--- src/rtl/fmtrap_pkg.sv ---
package fmtrap_pkg;
  localparam logic [7:0] BANK_LO = 8'h01;
  localparam logic [7:0] BANK_HI = 8'h02;
  localparam int unsigned CTRL_ARM_BIT = 0;
  localparam int unsigned CTRL_SMI_BIT = 2;
  localparam int unsigned CTRL_KEEP    = 4;
  localparam int unsigned N_CAP        = 3;
  localparam int unsigned N_IRQ        = 2;

  typedef enum logic [1:0] {
    CAP_BANK  = 2'd0,
    CAP_INDEX = 2'd1,
    CAP_DATA  = 2'd2,
    CAP_NONE  = 2'd3
  } cap_sel_e;

  typedef enum logic {
    IRQ_NMI = 1'b0,
    IRQ_SMI = 1'b1
  } irq_sel_e;
endpackage

--- src/rtl/fmtrap_decode.sv ---
module fmtrap_decode #(
  parameter int unsigned ADDR_W    = 16,
  parameter int unsigned WIN_BYTES = 4,
  parameter logic [ADDR_W-1:0] FM_BASE = 16'h0388
) (
  input  logic [ADDR_W-1:0] addr_i,
  input  logic              fm_en_i,
  input  logic              io_en_i,
  input  logic [ADDR_W-1:0] cap_base_i,
  output logic              leg_hit_o,
  output logic              cap_hit_o
);
  localparam int unsigned OFS_W = $clog2(WIN_BYTES);

  logic base_valid;

  assign base_valid = (cap_base_i[ADDR_W-1:OFS_W] != '0);
  assign leg_hit_o  = fm_en_i && (addr_i[ADDR_W-1:OFS_W] == FM_BASE[ADDR_W-1:OFS_W]);
  assign cap_hit_o  = io_en_i && base_valid &&
                      (addr_i[ADDR_W-1:OFS_W] == cap_base_i[ADDR_W-1:OFS_W]);
endmodule

--- src/rtl/fmtrap_capture.sv ---
module fmtrap_capture
  import fmtrap_pkg::*;
#(
  parameter int unsigned DATA_W = 8
) (
  input  logic                         clk_i,
  input  logic                         rst_ni,
  input  logic                         idx_wr_i,
  input  logic                         dat_wr_i,
  input  logic                         bank_hi_i,
  input  logic [DATA_W-1:0]            wdata_i,
  input  logic [1:0]                   rd_ofs_i,
  output logic [DATA_W-1:0]            rdata_o,
  output logic [N_CAP-1:0][DATA_W-1:0] cap_o
);
  logic [N_CAP-1:0][DATA_W-1:0] cap_q;

  for (genvar g = 0; g < N_CAP; g++) begin : g_cap
    logic             we;
    logic [DATA_W-1:0] nxt;
    always_comb begin
      unique case (g)
        CAP_BANK:  begin we = idx_wr_i; nxt = DATA_W'(bank_hi_i ? BANK_HI : BANK_LO); end
        CAP_INDEX: begin we = idx_wr_i; nxt = wdata_i; end
        default:   begin we = dat_wr_i; nxt = wdata_i; end
      endcase
    end
    always_ff @(posedge clk_i or negedge rst_ni) begin
      if (!rst_ni)  cap_q[g] <= '0;
      else if (we)  cap_q[g] <= nxt;
    end
  end

  always_comb begin
    rdata_o = '0;
    if (cap_sel_e'(rd_ofs_i) != CAP_NONE) rdata_o = cap_q[rd_ofs_i];
  end

  assign cap_o = cap_q;
endmodule

--- src/rtl/fmtrap_irq.sv ---
module fmtrap_irq
  import fmtrap_pkg::*;
(
  input  logic             clk_i,
  input  logic             rst_ni,
  input  logic             set_i,
  input  logic             clr_i,
  input  irq_sel_e         sel_i,
  output logic [N_IRQ-1:0] irq_o
);
  for (genvar g = 0; g < N_IRQ; g++) begin : g_line
    logic mine;
    logic q;
    assign mine = (sel_i == irq_sel_e'(g));
    always_ff @(posedge clk_i or negedge rst_ni) begin
      if (!rst_ni)            q <= 1'b0;
      else if (set_i && mine) q <= 1'b1;  // set beats clear
      else if (clr_i && mine) q <= 1'b0;
    end
    assign irq_o[g] = q;
  end
endmodule

--- src/rtl/fm_write_trap.sv ---
module fm_write_trap
  import fmtrap_pkg::*;
#(
  parameter int unsigned ADDR_W    = 16,
  parameter int unsigned DATA_W    = 8,
  parameter int unsigned WIN_BYTES = 4,
  parameter logic [ADDR_W-1:0] FM_BASE = 16'h0388
) (
  input  logic              clk_i,
  input  logic              rst_ni,
  input  logic              fm_en_i,
  input  logic              io_en_i,
  input  logic              ctrl_we_i,
  input  logic [7:0]        ctrl_wdata_i,
  input  logic              base_we_i,
  input  logic [ADDR_W-1:0] base_wdata_i,
  input  logic [ADDR_W-1:0] io_addr_i,
  input  logic              io_rd_i,
  input  logic              io_wr_i,
  input  logic [DATA_W-1:0] io_wdata_i,
  output logic [DATA_W-1:0] io_rdata_o,
  output logic              io_hit_o,
  output logic [7:0]        ctrl_o,
  output logic              nmi_o,
  output logic              smi_o
);
  localparam int unsigned OFS_W = $clog2(WIN_BYTES);

  logic [7:0]                   ctrl_q;
  logic [ADDR_W-1:0]            base_q;
  logic                         leg_hit, cap_hit;
  logic                         leg_wr, idx_wr, dat_wr, cap_rd;
  logic                         irq_set, irq_clr;
  logic [DATA_W-1:0]            cap_rdata;
  logic [N_CAP-1:0][DATA_W-1:0] cap_q;
  logic [N_IRQ-1:0]             irq;

  always_ff @(posedge clk_i or negedge rst_ni) begin
    if (!rst_ni) begin
      ctrl_q <= '0;
      base_q <= '0;
    end else begin
      if (ctrl_we_i) ctrl_q <= {{(8-CTRL_KEEP){1'b0}}, ctrl_wdata_i[CTRL_KEEP-1:0]};
      if (base_we_i) base_q <= {base_wdata_i[ADDR_W-1:OFS_W], {OFS_W{1'b0}}};
    end
  end

  fmtrap_decode #(
    .ADDR_W(ADDR_W), .WIN_BYTES(WIN_BYTES), .FM_BASE(FM_BASE)
  ) u_decode (
    .addr_i    (io_addr_i),
    .fm_en_i   (fm_en_i),
    .io_en_i   (io_en_i),
    .cap_base_i(base_q),
    .leg_hit_o (leg_hit),
    .cap_hit_o (cap_hit)
  );

  assign leg_wr  = io_wr_i && leg_hit;
  assign idx_wr  = leg_wr && !io_addr_i[0];
  assign dat_wr  = leg_wr &&  io_addr_i[0];
  assign cap_rd  = io_rd_i && cap_hit;
  assign irq_set = dat_wr && ctrl_q[CTRL_ARM_BIT];
  assign irq_clr = cap_rd && ctrl_q[CTRL_ARM_BIT];

  fmtrap_capture #(.DATA_W(DATA_W)) u_capture (
    .clk_i    (clk_i),
    .rst_ni   (rst_ni),
    .idx_wr_i (idx_wr),
    .dat_wr_i (dat_wr),
    .bank_hi_i(io_addr_i[1]),
    .wdata_i  (io_wdata_i),
    .rd_ofs_i (io_addr_i[1:0]),
    .rdata_o  (cap_rdata),
    .cap_o    (cap_q)
  );

  fmtrap_irq u_irq (
    .clk_i (clk_i),
    .rst_ni(rst_ni),
    .set_i (irq_set),
    .clr_i (irq_clr),
    .sel_i (irq_sel_e'(ctrl_q[CTRL_SMI_BIT])),
    .irq_o (irq)
  );

  // legacy reads always return zero; only capture reads drive data
  assign io_rdata_o = cap_rd ? cap_rdata : '0;
  assign io_hit_o   = (io_rd_i || io_wr_i) && (leg_hit || cap_hit);
  assign ctrl_o     = ctrl_q;
  assign nmi_o      = irq[IRQ_NMI];
  assign smi_o      = irq[IRQ_SMI];
endmodule

--- config.mk ---
export PLATFORM = sky130hd
export DESIGN_NAME = fm_write_trap
export DESIGN_NICKNAME = d
export VERILOG_FILES = /design/src/rtl/fmtrap_pkg.sv /design/src/rtl/fmtrap_decode.sv /design/src/rtl/fmtrap_capture.sv /design/src/rtl/fmtrap_irq.sv /design/src/rtl/fm_write_trap.sv
export SDC_FILE = /design/constraint.sdc
export NUM_CORES = 1
export LEC_CHECK = 0
export BUFFER_PORTS_ARGS = -buffer_cell sky130_fd_sc_hd__buf_2
export CAP_MARGIN = 0
export CORE_ASPECT_RATIO = 0.6
export CORE_UTILIZATION = 45
export CTS_BUF_LIST = sky130_fd_sc_hd__clkbuf_4
export CTS_CLUSTER_SIZE = 10
export DETAILED_ROUTE_END_ITERATION = 8
export PLACE_DENSITY = 0.78
export SLEW_MARGIN = 5
export SYNTH_ARGS = -nofsm -noshare
export SYNTH_HDL_FRONTEND = slang
export SYNTH_SLANG_ARGS = --single-unit
--- constraint.sdc ---
create_clock -name clk_i -period 1.4 [get_ports clk_i]
set_input_delay 0.07 -clock clk_i [delete_from_list [all_inputs] [get_ports clk_i]]
set_output_delay 0.07 -clock clk_i [all_outputs]
set_load 0.02 [all_outputs]
==> key figures, run 1 <==
Status
  – Status: complete, but fails checks
  – Violated checks: setup timing

Yosys
  – Yosys Warn Count: 0
  – Post-synthesis simple-gate area fraction: 12.37%
  – Total of flip-flops plus latches after synthesis: 38
  – Fraction of post-synthesis cell area in the top cell type by area: 50.26%
  – Mux contribution to synthesized area: 21.36%
  – Fraction of the mapped netlist area in adder cells: 0%
  – Netlist area before placement: 1892 sq um
  – Xor/xnor cell area share of the yosys netlist: 6.481%
  – Main combinational cell family by area after synthesis: multiplexers
  – Synth Area in Compound Gates: 6.085%
  – Avg Inst Size Synth: 12.78 sq um
  – Sequential area share after synthesis: 50.26%
  – Number of different library cells in the post-synthesis netlist: 30
  – Number of standard cells after synthesis: 148
  – Cell types with the largest area share after synthesis: dfrtp_1 (50%), mux2_2 (21%), xnor2_1 (3.2%)
  – Synth area leader: dfrtp_1

Critical path
  – Critical-path cell list: buf_6 -> nor4_4 -> nand4_1 -> and3_4 -> o2111ai_4 -> buf_6 -> nor2_2 -> buf_4
  – Data required time at the worst endpoint: 1.33 ns
  – Library cell contributing the largest single delay on the critical path: dfrtp_1
  – Largest stage delay on the critical path: 0.42 ns
  – Worst setup EP type: output pin
  – Crit-path max FO: 7
  – Critical Path Source Type: flip-flop
  – Logic depth of the worst register-to-register path: 8
  – Cell occurring most often along the worst timing path: buf_6
  – Worst endpoint data arrival time: 2.20 ns
  – Reg-to-reg critical path endpoint: u_irq.g_line[1].q
  – Worst-case register-to-register setup slack: -0.51 ns
  – Worst setup path class: reg2out
  – Reg-to-reg startpoint: base_q[4]

Timing
  – Worst-case setup margin in the final layout: -0.8706 ns
  – Max Freq: 440.4 MHz
  – Slew Viols, Final: 0
  – Share of the clock period used by the worst path after layout: 162.2%
  – Final Hold Vio Count: 0
  – Total setup violations reported at the end of the flow: 11
  – Post-route clock skew: 0.01200 ns
  – Final critical path time including I/O delays and setup: 2.271 ns
  – Unrepaired setup endpoints after global routing: true
  – Worst hold margin: 0.04004 ns

CTS
  – TritonCTS buffer count: 5
  – CTS root buffer: clkbuf_4
  – CTS Buffer Depth: 2
  – Number of levels the H-tree was split into: 2
  – Clock-pin slew on the worst setup and hold paths: 0.11 ns
  – # clock sinks: 38
  – CTS tree: built
  – Clock Latency Late Sink: 0.34 ns

Power and ir drop
  – Total power consumption of the routed design: 2177 uW
  – Sw frac: 27.38%
  – Worst IR Drop VDD: 625.5 uV
  – P_sw: 596.0 uW
  – Fraction of power consumed by the clock network: 23.0%
  – Standby leakage power: 0.001389 uW
  – Relative contribution of sequential cells to total power: 55.1%
  – Pwr/cell area: 743.1 nW/um^2
  – Logic pwr share: 21.9%
  – Internal power: 1581 uW

Global routing
  – Total track usage: 24.08%
  – Overflow left after global routing: 0
  – Vias in the first global route: 1629
  – First-pass GRT wire length: 7776 um
  – Pin count of the biggest net entering global routing: 39
  – Initial antenna violation count: 0

Layout
  – Post-synthesis to final-layout area growth: 54.83%
  – Fraction of layout cells with a size suffix above 1: 55.09%
  – Diode count: 0
  – Post-route core utilization: 76.08%
  – Net count reported at finish: 322

Route
  – Initial DRC count: 58
  – Number of remaining DRC errors: 0
  – Wirelength per Cell: 16.37 um
  – Ratio of routed vias to standard cells: 5.028
  – Final Routed Wirelength: 5270 um
  – Routed vias: 1619
  – First drt pass iteration count: 4
  – Number of nets with antenna violations after detailed routing: 0

Min path
  – Sink of the worst hold path: ctrl_o[0]
  – Startpoint of the most critical hold path: ctrl_we_i
  – Worst min path class: in2reg
  – Worst Hold Depth: 2

Run
  – Maximum capacitance violations: 0

Floorplanning
  – Initial core utilization: 49.14%
  – Full die area: 4476 sq um
  – I/O pin cnt: 75
  – Height of the chip: 52.23 um
  – Cell Rows: 17
  – Area inside the core boundary: 3850 sq um
  – Width of the chip: 85.71 um

Placed design
  – Quantity of I/O buffers inserted on ports: 64
  – HPWL Detailed: 3206 um
  – Placer Congestion: 0.8654
## what timing repair did
action                                 in CTS  in global routing
setup endpoints to repair                  11                 17
setup buffers                               3                  1
gates cloned                                0                  0
hold buffers                               27                  0
gates resized for setup                    16                 13
pin swaps                                   7                  3
endpoints found under the hold margin      72                  0
## synth_stat cells
| cell | n |
|---|---|
| buf_1 | 1 |
| nand4_4 | 1 |
| and2_1 | 1 |
| o22ai_1 | 2 |
| nor4_1 | 4 |
| dfrtp_1 | 38 |
| o2111ai_4 | 1 |
| nor2_1 | 10 |
| a311oi_1 | 1 |
| nor4bb_1 | 1 |
| buf_2 | 1 |
| a22oi_1 | 6 |
| xor2_1 | 7 |
| mux2_2 | 35 |
| nand3_1 | 1 |
| and3_2 | 1 |
| conb_1 | 1 |
| nand2_1 | 2 |
| nor3_1 | 5 |
| nand4_1 | 5 |
| nor2b_1 | 1 |
| mux2i_1 | 1 |
| and4b_2 | 1 |
| nor2_8 | 2 |
| xnor2_1 | 7 |
| a21oi_1 | 1 |
| inv_1 | 3 |
| a22o_1 | 2 |
| buf_4 | 5 |
| clkbuf_1 | 1 |
## worst max-delay path: cells and delay by family, from the launching register on
family	cells	cell delay, ns
AND/OR/NAND/NOR	4	0.83
AO/OA/AOI/OAI	1	0.14
buffers and inverters	3	0.48
flip-flops	1	0.42
## metal layers
layer	up-vias	share of wire [%]	global-route usage [%]
li1	770	-	-
met1	778	46	31.80
met2	56	48	39.60
met3	15	3.7	5.039
met4	0	2.5	9.444
met5	-	0	0
## layout make-up
| cell class | count | area, sq um |
|---|---|---|
| fill | 253 | 920.9 |
| inverter | 3 | 11.26 |
| timing repair buffer | 116 | 827.0 |
| clock inverter | 1 | 3.754 |
| tap | 57 | 71.32 |
| sequential | 38 | 950.9 |
| multi-input combinational | 102 | 1027 |
| clock buffer | 5 | 37.54 |
## sequential cells by signal, indices dropped and copies added (netlist names)
name and count:
ctrl_o 4, base_q 14, u_capture.cap_o 18, u_irq.g_line.q 2
## power groups by stage
stage / Combinational (uW) / Sequential [uW] / Clock, uW
6_report: 476 / 1200 / 501
5_1_grt: 514 / 1210 / 559
4_1_cts: 450 / 1200 / 508
3_5_place_dp: 372 / 1220 / 0
3_3_place_gp: 371 / 1210 / 0
2_1_floorplan: 174 / 1220 / 0
## through the flow
stage | std cells | area [sq um] | setup WS [ns] | setup TNS (ns)
final | 322 | 2929 | -0.8706 | -7.992
after CTS | 321 | 2874 | -0.7095 | -6.322
after floorplan | 151 | 1977 | -0.2100 | -1.814
after global routing | 322 | 2929 | -0.9491 | -8.904
after detailed placement | 285 | 2476 | -0.4274 | -8.426
after global placement | 285 | 2476 | -0.3748 | -7.436
## cell families (layout without fill, tap and decap cells)
kind of cell / after synthesis / in the layout
AOI/OAI and AO/OA: 13 / 13
DFF: 38 / 38
other: 1 / 4
muxes: 36 / 36
and+or+nand+nor: 35 / 35
xor gates and xnor gates: 14 / 14
buffers and inverters: 11 / 125
## cells in the final DEF, fill, tap and decap left out, types with 2 or more instances in the layout
cell type	instances
a22o_1	2
a22oi_1	6
buf_2	55
buf_4	27
buf_6	7
clkbuf_4	5
conb_1	4
dfrtp_1	38
dlygate4sd3_1	27
inv_1	3
mux2_2	26
mux2_4	9
nand4_1	5
nor2_1	6
nor2_2	3
nor2_8	2
nor3_1	4
nor4_4	2
o22ai_1	2
xnor2_1	7
xor2_1	7
## worst max-delay path by stage
stage	startpoint	to	slack [ns]	depth (start not counted)
3_5_place_dp	base_q[3]	io_rdata_o[4]	-0.43	7
2_1_floorplan	base_q[4]	io_rdata_o[0]	-0.21	5
5_1_grt	base_q[4]	io_rdata_o[5]	-0.95	7
4_1_cts	base_q[14]	io_rdata_o[0]	-0.71	6
6_report	base_q[4]	io_rdata_o[5]	-0.87	8
3_3_place_gp	base_q[3]	io_rdata_o[7]	-0.37	7
Note: power is estimated with default switching activity, not from simulation.
==> run 2: changes to the inputs <==
--- a/config.mk
+++ b/config.mk
@@ -5,10 +5,11 @@
 export SDC_FILE = /design/constraint.sdc
 export NUM_CORES = 1
 export LEC_CHECK = 0
+export ABC_AREA = 1
 export BUFFER_PORTS_ARGS = -buffer_cell sky130_fd_sc_hd__buf_2
 export CAP_MARGIN = 0
 export CORE_ASPECT_RATIO = 0.6
-export CORE_UTILIZATION = 45
+export CORE_UTILIZATION = 46
 export CTS_BUF_LIST = sky130_fd_sc_hd__clkbuf_4
 export CTS_CLUSTER_SIZE = 10
 export DETAILED_ROUTE_END_ITERATION = 8
==> key figures, run 2 <==
Critical path
  – Crit-path max FO: 8
  – Critical Path Source Type: flip-flop
  – Worst setup EP type: output pin
  – Worst endpoint data arrival time: 1.81 ns
  – Worst setup path class: reg2out
  – Data required time at the worst endpoint: 1.33 ns

Run
  – Maximum capacitance violations: 0

Layout
  – Number of fill cells: 384
  – Diode count: 0
  – Final non-filler cell area: 3010 sq um
  – Fraction of layout cells with a size suffix above 1: 31.83%
  – Net count reported at finish: 432
  – Commonest cells after routing, fill and taps aside: nand2_1 (79), buf_2 (55), inv_1 (46)
  – FF+latch area: 950.9 sq um
  – Post-synthesis to final-layout area growth: 43.56%
  – Area of the multi-input gates: 910.9 sq um
  – Max reg flops: 18
  – Most frequent standard cell in the layout excluding fill and tap cells: nand2_1

Power and ir drop
  – Logic pwr share: 17.5%
  – Pwr/cell area: 865.2 nW/um^2
  – Worst IR Drop VDD: 526.9 uV
  – Sw frac: 26.23%
  – Relative contribution of sequential cells to total power: 45.7%
  – Standby leakage power: 0.001577 uW
  – Fraction of power consumed by the clock network: 36.9%
  – P_sw: 683.1 uW
  – Internal power: 1921 uW

Status
  – Violated checks: setup timing
  – Status: complete, but fails checks

Yosys
  – Synth Flop Type: dfrtp_1
  – Post-synth EDFFs: 0
  – Async set-reset flop share out of synthesis: 100.0%
  – Number of different library cells in the post-synthesis netlist: 29
  – Leading cell types by count after synthesis: nand2_1 (82), inv_1 (50), dfrtp_1 (38)
  – Total of flip-flops plus latches after synthesis: 38
  – Sequential area share after synthesis: 45.35%
  – Most numerous cell in the Yosys netlist: nand2_1
  – Netlist area before placement: 2097 sq um
  – Avg Inst Size Synth: 7.767 sq um
  – Fraction of post-synthesis cell area in the top cell type by area: 45.35%
  – Cell types with the largest area share after synthesis: dfrtp_1 (45%), nand2_1 (15%), inv_1 (8.9%)
  – Number of standard cells after synthesis: 270
  – Synth area leader: dfrtp_1
  – Yosys Warn Count: 0

Floorplanning
  – Full die area: 4842 sq um
  – Initial core utilization: 49.53%
  – I/O pin cnt: 75
  – Height of the chip: 54.30 um
  – Width of the chip: 89.17 um
  – Area inside the core boundary: 4234 sq um
  – Cell Rows: 18

Timing
  – Final sum of negative setup slack: -4.392 ns
  – Slew Viols, Final: 0
  – Post-route clock skew: 0.01169 ns
  – Share of the clock period used by the worst path after layout: 134.2%
  – Final Hold Vio Count: 0
  – Worst-case setup margin in the final layout: -0.4787 ns
  – Worst hold margin: 0.05231 ns
  – Max Freq: 532.3 MHz
  – Final critical path time including I/O delays and setup: 1.879 ns
  – Unrepaired setup endpoints after global routing: true
  – Total setup violations reported at the end of the flow: 11

Global routing
  – Total track usage: 23.59%
  – First-pass GRT wire length: 8273 um
  – Initial antenna violation count: 0
  – Pin count of the biggest net entering global routing: 27
  – Vias in the first global route: 1830
  – Overflow left after global routing: 0

Placed design
  – Placement Setup Slack: -0.1086 ns
  – HPWL Detailed: 3625 um
  – Quantity of I/O buffers inserted on ports: 64
  – Placer Congestion: 0.8684
  – Post-detailed-placement cell area: 2532 sq um

CTS
  – Clock-pin slew on the worst setup and hold paths: 0.12 ns
  – TritonCTS buffer count: 5
  – CTS Buffer Depth: 2
  – # clock sinks: 38
  – CTS root buffer: clkbuf_4
  – Clock Latency Late Sink: 0.36 ns
  – Number of levels the H-tree was split into: 2
  – CTS tree: built

Route
  – Number of remaining DRC errors: 0
  – Initial DRC count: 94
  – Number of nets with antenna violations after detailed routing: 0
  – Final Routed Wirelength: 5191 um
  – First drt pass iteration count: 4
  – Wirelength per Cell: 11.88 um
  – Routed vias: 2000
  – Ratio of routed vias to standard cells: 4.577

Min path
  – Worst min path class: in2reg
-- run 2: changes by cell type after synthesis, sizes merged, moves of 4 or more --
cell	previous run	this run
nand2	2	82
nor4	4	0
a22oi	6	0
nor2	12	22
inv	3	51
a22o	2	6
xnor2	7	0
o21ai	0	32
nor3	5	1
xor2	7	1
nand3	1	7
mux2	35	4
-- run 2: routing by layer --
layer,vias to the layer above,GRT usage [%],share of wire (%)
li1,1047,-,-
met5,-,0,0
met2,50,39.57,45
met4,0,7.143,1.5
met1,893,31.58,49
met3,10,4.525,4.0
-- run 2: layout make-up --
| type | instances | area share (%) |
|---|---|---|
| Timing Repair Buffer | 108 | 25.77 |
| Multi-Input combinational cell | 172 | 30.26 |
| Tap cell | 60 | 2.494 |
| Clock inverter | 3 | 2.286 |
| Clock buffer | 5 | 1.247 |
| Inverter | 51 | 6.359 |
| Sequential cell | 38 | 31.59 |
-- run 2: cell families (layout without fill, tap and decap cells) --
family,count (synthesis),in the layout,share of synthesized area (%)
AND/OR/NAND/NOR,120,120,24.64
buffers and inverters,63,167,13.01
AO/OA/AOI/OAI,43,43,14.26
flip-flops,38,38,45.35
multiplexers,4,4,2.148
other,1,4,0.1788
XOR/XNOR,1,1,0.4177
-- run 2: path summary, 6_finish.rpt --
| check | start | endpoint | slack, ns | cells after the start |
|---|---|---|---|---|
| worst max register to register | base_q[4] | u_irq.g_line[0].q | -0.11 | 12 |
| worst min-delay path | io_rd_i | u_irq.g_line[1].q | 0.05 | 4 |
| worst min register to register | u_irq.g_line[1].q | u_irq.g_line[1].q | 0.48 | 2 |
| min in group asynchronous | rst_ni | base_q[11] | 0.17 | 2 |
| max in group asynchronous | rst_ni | ctrl_o[1] | 0.76 | 3 |
| worst max-delay path | base_q[4] | io_rdata_o[4] | -0.48 | 10 |
-- run 2: what timing repair did --
action	4_1_cts	5_1_grt
buffers inserted	1	0
hold buffers	30	0
hold endpoints to repair	72	0
pin swaps	3	9
setup endpoints to repair	11	11
gates resized for setup	15	11
-- run 2: per-stage QoR --
stage	total power, uW	std cells	utilization [%]
finish	2605	437	71.10
global route	2719	437	71.10
CTS	2605	437	70.63
detailed placement	1576	398	59.81
global placement	1567	398	59.81
floorplan	1390	273	-
-- run 2: power by group through the flow --
stage          Sequential [uW]  Combinational [uW]  Clock, uW
6_report                  1190                 455        960
2_1_floorplan             1210                 184          0
5_1_grt                   1190                 506       1020
3_3_place_gp              1200                 364          0
4_1_cts                   1190                 443        975
3_5_place_dp              1210                 370          0
-- run 2: critical path, cell delays in order, from the launching register on --
cell and delay (ns):
dfrtp_1 0.42, inv_1 0.08, nand2_1 0.05, nand2_1 0.05, nand2_1 0.07, nor2_2 0.12
nand3_2 0.10, nor2_4 0.15, o211ai_4 0.14, nor2_1 0.13, buf_4 0.15
==> run 3: changes to the inputs <==
--- a/config.mk
+++ b/config.mk
@@ -5,11 +5,9 @@
 export SDC_FILE = /design/constraint.sdc
 export NUM_CORES = 1
 export LEC_CHECK = 0
-export ABC_AREA = 1
 export BUFFER_PORTS_ARGS = -buffer_cell sky130_fd_sc_hd__buf_2
 export CAP_MARGIN = 0
-export CORE_ASPECT_RATIO = 0.6
-export CORE_UTILIZATION = 46
+export CORE_UTILIZATION = 45
 export CTS_BUF_LIST = sky130_fd_sc_hd__clkbuf_4
 export CTS_CLUSTER_SIZE = 10
 export DETAILED_ROUTE_END_ITERATION = 8
==> key figures, run 3 (synthesis results as in run 1) <==
Critical path
  – Data required time at the worst endpoint: 1.33 ns
  – Critical-path cell list: xor2_1 -> nor4_1 -> and3_2 -> o2111ai_4 -> a311oi_4 -> buf_6
  – Largest stage delay on the critical path: 0.42 ns
  – Crit-path max FO: 3
  – Critical Path Source Type: flip-flop
  – Worst setup path class: reg2out
  – Library cell contributing the largest single delay on the critical path: dfrtp_1
  – Worst endpoint data arrival time: 2.05 ns
  – Worst setup EP type: output pin

Global routing
  – Total track usage: 24.58%
  – Pin count of the biggest net entering global routing: 21
  – First-pass GRT wire length: 7838 um
  – Overflow left after global routing: 0
  – Initial antenna violation count: 0
  – Vias in the first global route: 1654

Route
  – M1 WL: 1989 um
  – Number of remaining DRC errors: 0
  – Routed vias: 1627
  – Met3 routed wirelength: 277 um
  – Number of nets with antenna violations after detailed routing: 0
  – First drt pass iteration count: 4
  – Highest routed layer: met4
  – Final Routed Wirelength: 4791 um
  – Detail Route met2 WL: 2499 um
  – Ratio of routed vias to standard cells: 5.149
  – Initial DRC count: 103
  – Wirelength per Cell: 15.16 um

CTS
  – Clock-pin slew on the worst setup and hold paths: 0.13 ns
  – CTS tree: built
  – Clock Latency Late Sink: 0.35 ns
  – # clock sinks: 38
  – TritonCTS buffer count: 5
  – CTS root buffer: clkbuf_4
  – CTS Buffer Depth: 2
  – Number of levels the H-tree was split into: 2

Power and ir drop
  – Standby leakage power: 0.001379 uW
  – Total power consumption of the routed design: 2203 uW
  – Worst IR Drop VDD: 554.5 uV
  – Pwr/cell area: 763.2 nW/um^2

Placed design
  – HPWL Detailed: 3336 um
  – Post-detailed-placement cell area: 2472 sq um
  – Placer Congestion: 0.8808
  – Quantity of I/O buffers inserted on ports: 64

Min path
  – Worst min path class: in2reg

Layout
  – Fraction of layout cells with a size suffix above 1: 53.38%
  – Post-route core utilization: 71.65%
  – Number of fill cells: 313
  – Final non-filler cell area: 2887 sq um
  – Commonest cells after routing, fill and taps aside: buf_2 (56), dfrtp_1 (38), dlygate4sd3_1 (27), buf_4 (27), mux2_2 (26)
  – Most frequent standard cell in the layout excluding fill and tap cells: buf_2
  – Net count reported at finish: 321
  – Diode count: 0
  – Max reg flops: 18
  – Post-synthesis to final-layout area growth: 52.58%
  – Area of the multi-input gates: 980.9 sq um
  – FF+latch area: 950.9 sq um

Floorplanning
  – Full die area: 4468 sq um
  – Area inside the core boundary: 4029 sq um
  – I/O pin cnt: 75
  – Width of the chip: 66.84 um
  – Height of the chip: 66.84 um
  – Initial core utilization: 46.96%
  – Cell Rows: 23

Timing
  – Total setup violations reported at the end of the flow: 11
  – Worst-case setup margin in the final layout: -0.7219 ns
  – Max Freq: 471.3 MHz
  – Unrepaired setup endpoints after global routing: true
  – Post-route clock skew: 0.01437 ns
  – Final Hold Vio Count: 0
  – Worst hold margin: 0.01709 ns
  – Share of the clock period used by the worst path after layout: 151.6%
  – Slew Viols, Final: 0
  – Final critical path time including I/O delays and setup: 2.122 ns

Status
  – Status: complete, but fails checks
  – Violated checks: setup timing

Run
  – Maximum capacitance violations: 0
-- run 3: cell count changes in the layout (fill, tap and decap cells not counted), sizes merged, moves of 4 or more --
cell,delta
a22o,-4
a22oi,+6
buf,+10
inv,-48
mux2,+31
nand2,-80
nand3,-6
nor2,-10
nor3,+4
nor4,+4
o21ai,-32
xnor2,+7
xor2,+6
-- run 3: where the power goes --
part           switching (uW)  internal, uW
sequential               42.4          1150
clock                     359           208
combinational             195           249
total                     596          1610
-- run 3: worst paths after layout --
path                            slack (ns)  cells after the start                  end                start
worst max-delay path                 -0.72                      6        io_rdata_o[0]           base_q[10]
worst min-delay path                  0.02                      2            ctrl_o[0]            ctrl_we_i
worst max register to register       -0.22                      6    u_irq.g_line[1].q           base_q[10]
worst min register to register        0.52                      1  u_capture.cap_o[20]  u_capture.cap_o[20]
max in group asynchronous             0.72                      3  u_capture.cap_o[12]               rst_ni
min in group asynchronous             0.20                      2            ctrl_o[2]               rst_ni
-- run 3: layer usage --
| metal | up-vias | global-route usage (%) |
|---|---|---|
| met5 | - | 0 |
| li1 | 769 | - |
| met4 | 0 | 7.181 |
| met1 | 787 | 29.43 |
| met3 | 2 | 7.021 |
| met2 | 69 | 42.42 |
-- run 3: cell type report --
cell class / count / share of cell area, %
multi-input combinational: 102 / 33.98
clock inverter: 2 / 0.3034
sequential: 38 / 32.94
timing repair buffer: 115 / 28.65
clock buffer: 6 / 1.560
inverter: 3 / 0.3901
tap: 50 / 2.167
-- run 3: worst max-delay path: cells and delay by family (launching register included) --
family,cells,cell delay (ns)
AO/OA/AOI/OAI,2,0.43
XOR/XNOR,1,0.17
flip-flops,1,0.42
buffers and inverters,1,0.17
AND/OR/NAND/NOR,2,0.51
-- run 3: timing repair --
action,CTS,global route
gates resized for setup,11,4
hold buffers,27,0
hold endpoints to repair,53,0
pin swaps,2,2
buffers inserted,1,3
endpoints found under the setup margin,11,11
-- run 3: per-stage QoR --
stage               std cells  setup slack (ns)  TNS [ns]
floorplan                 151           -0.2100    -1.814
global placement          277           -0.2979    -6.530
detailed placement        277           -0.3930    -7.275
CTS                       313           -0.6944    -6.402
global route              316           -0.8273    -7.753
finish                    316           -0.7219    -6.598
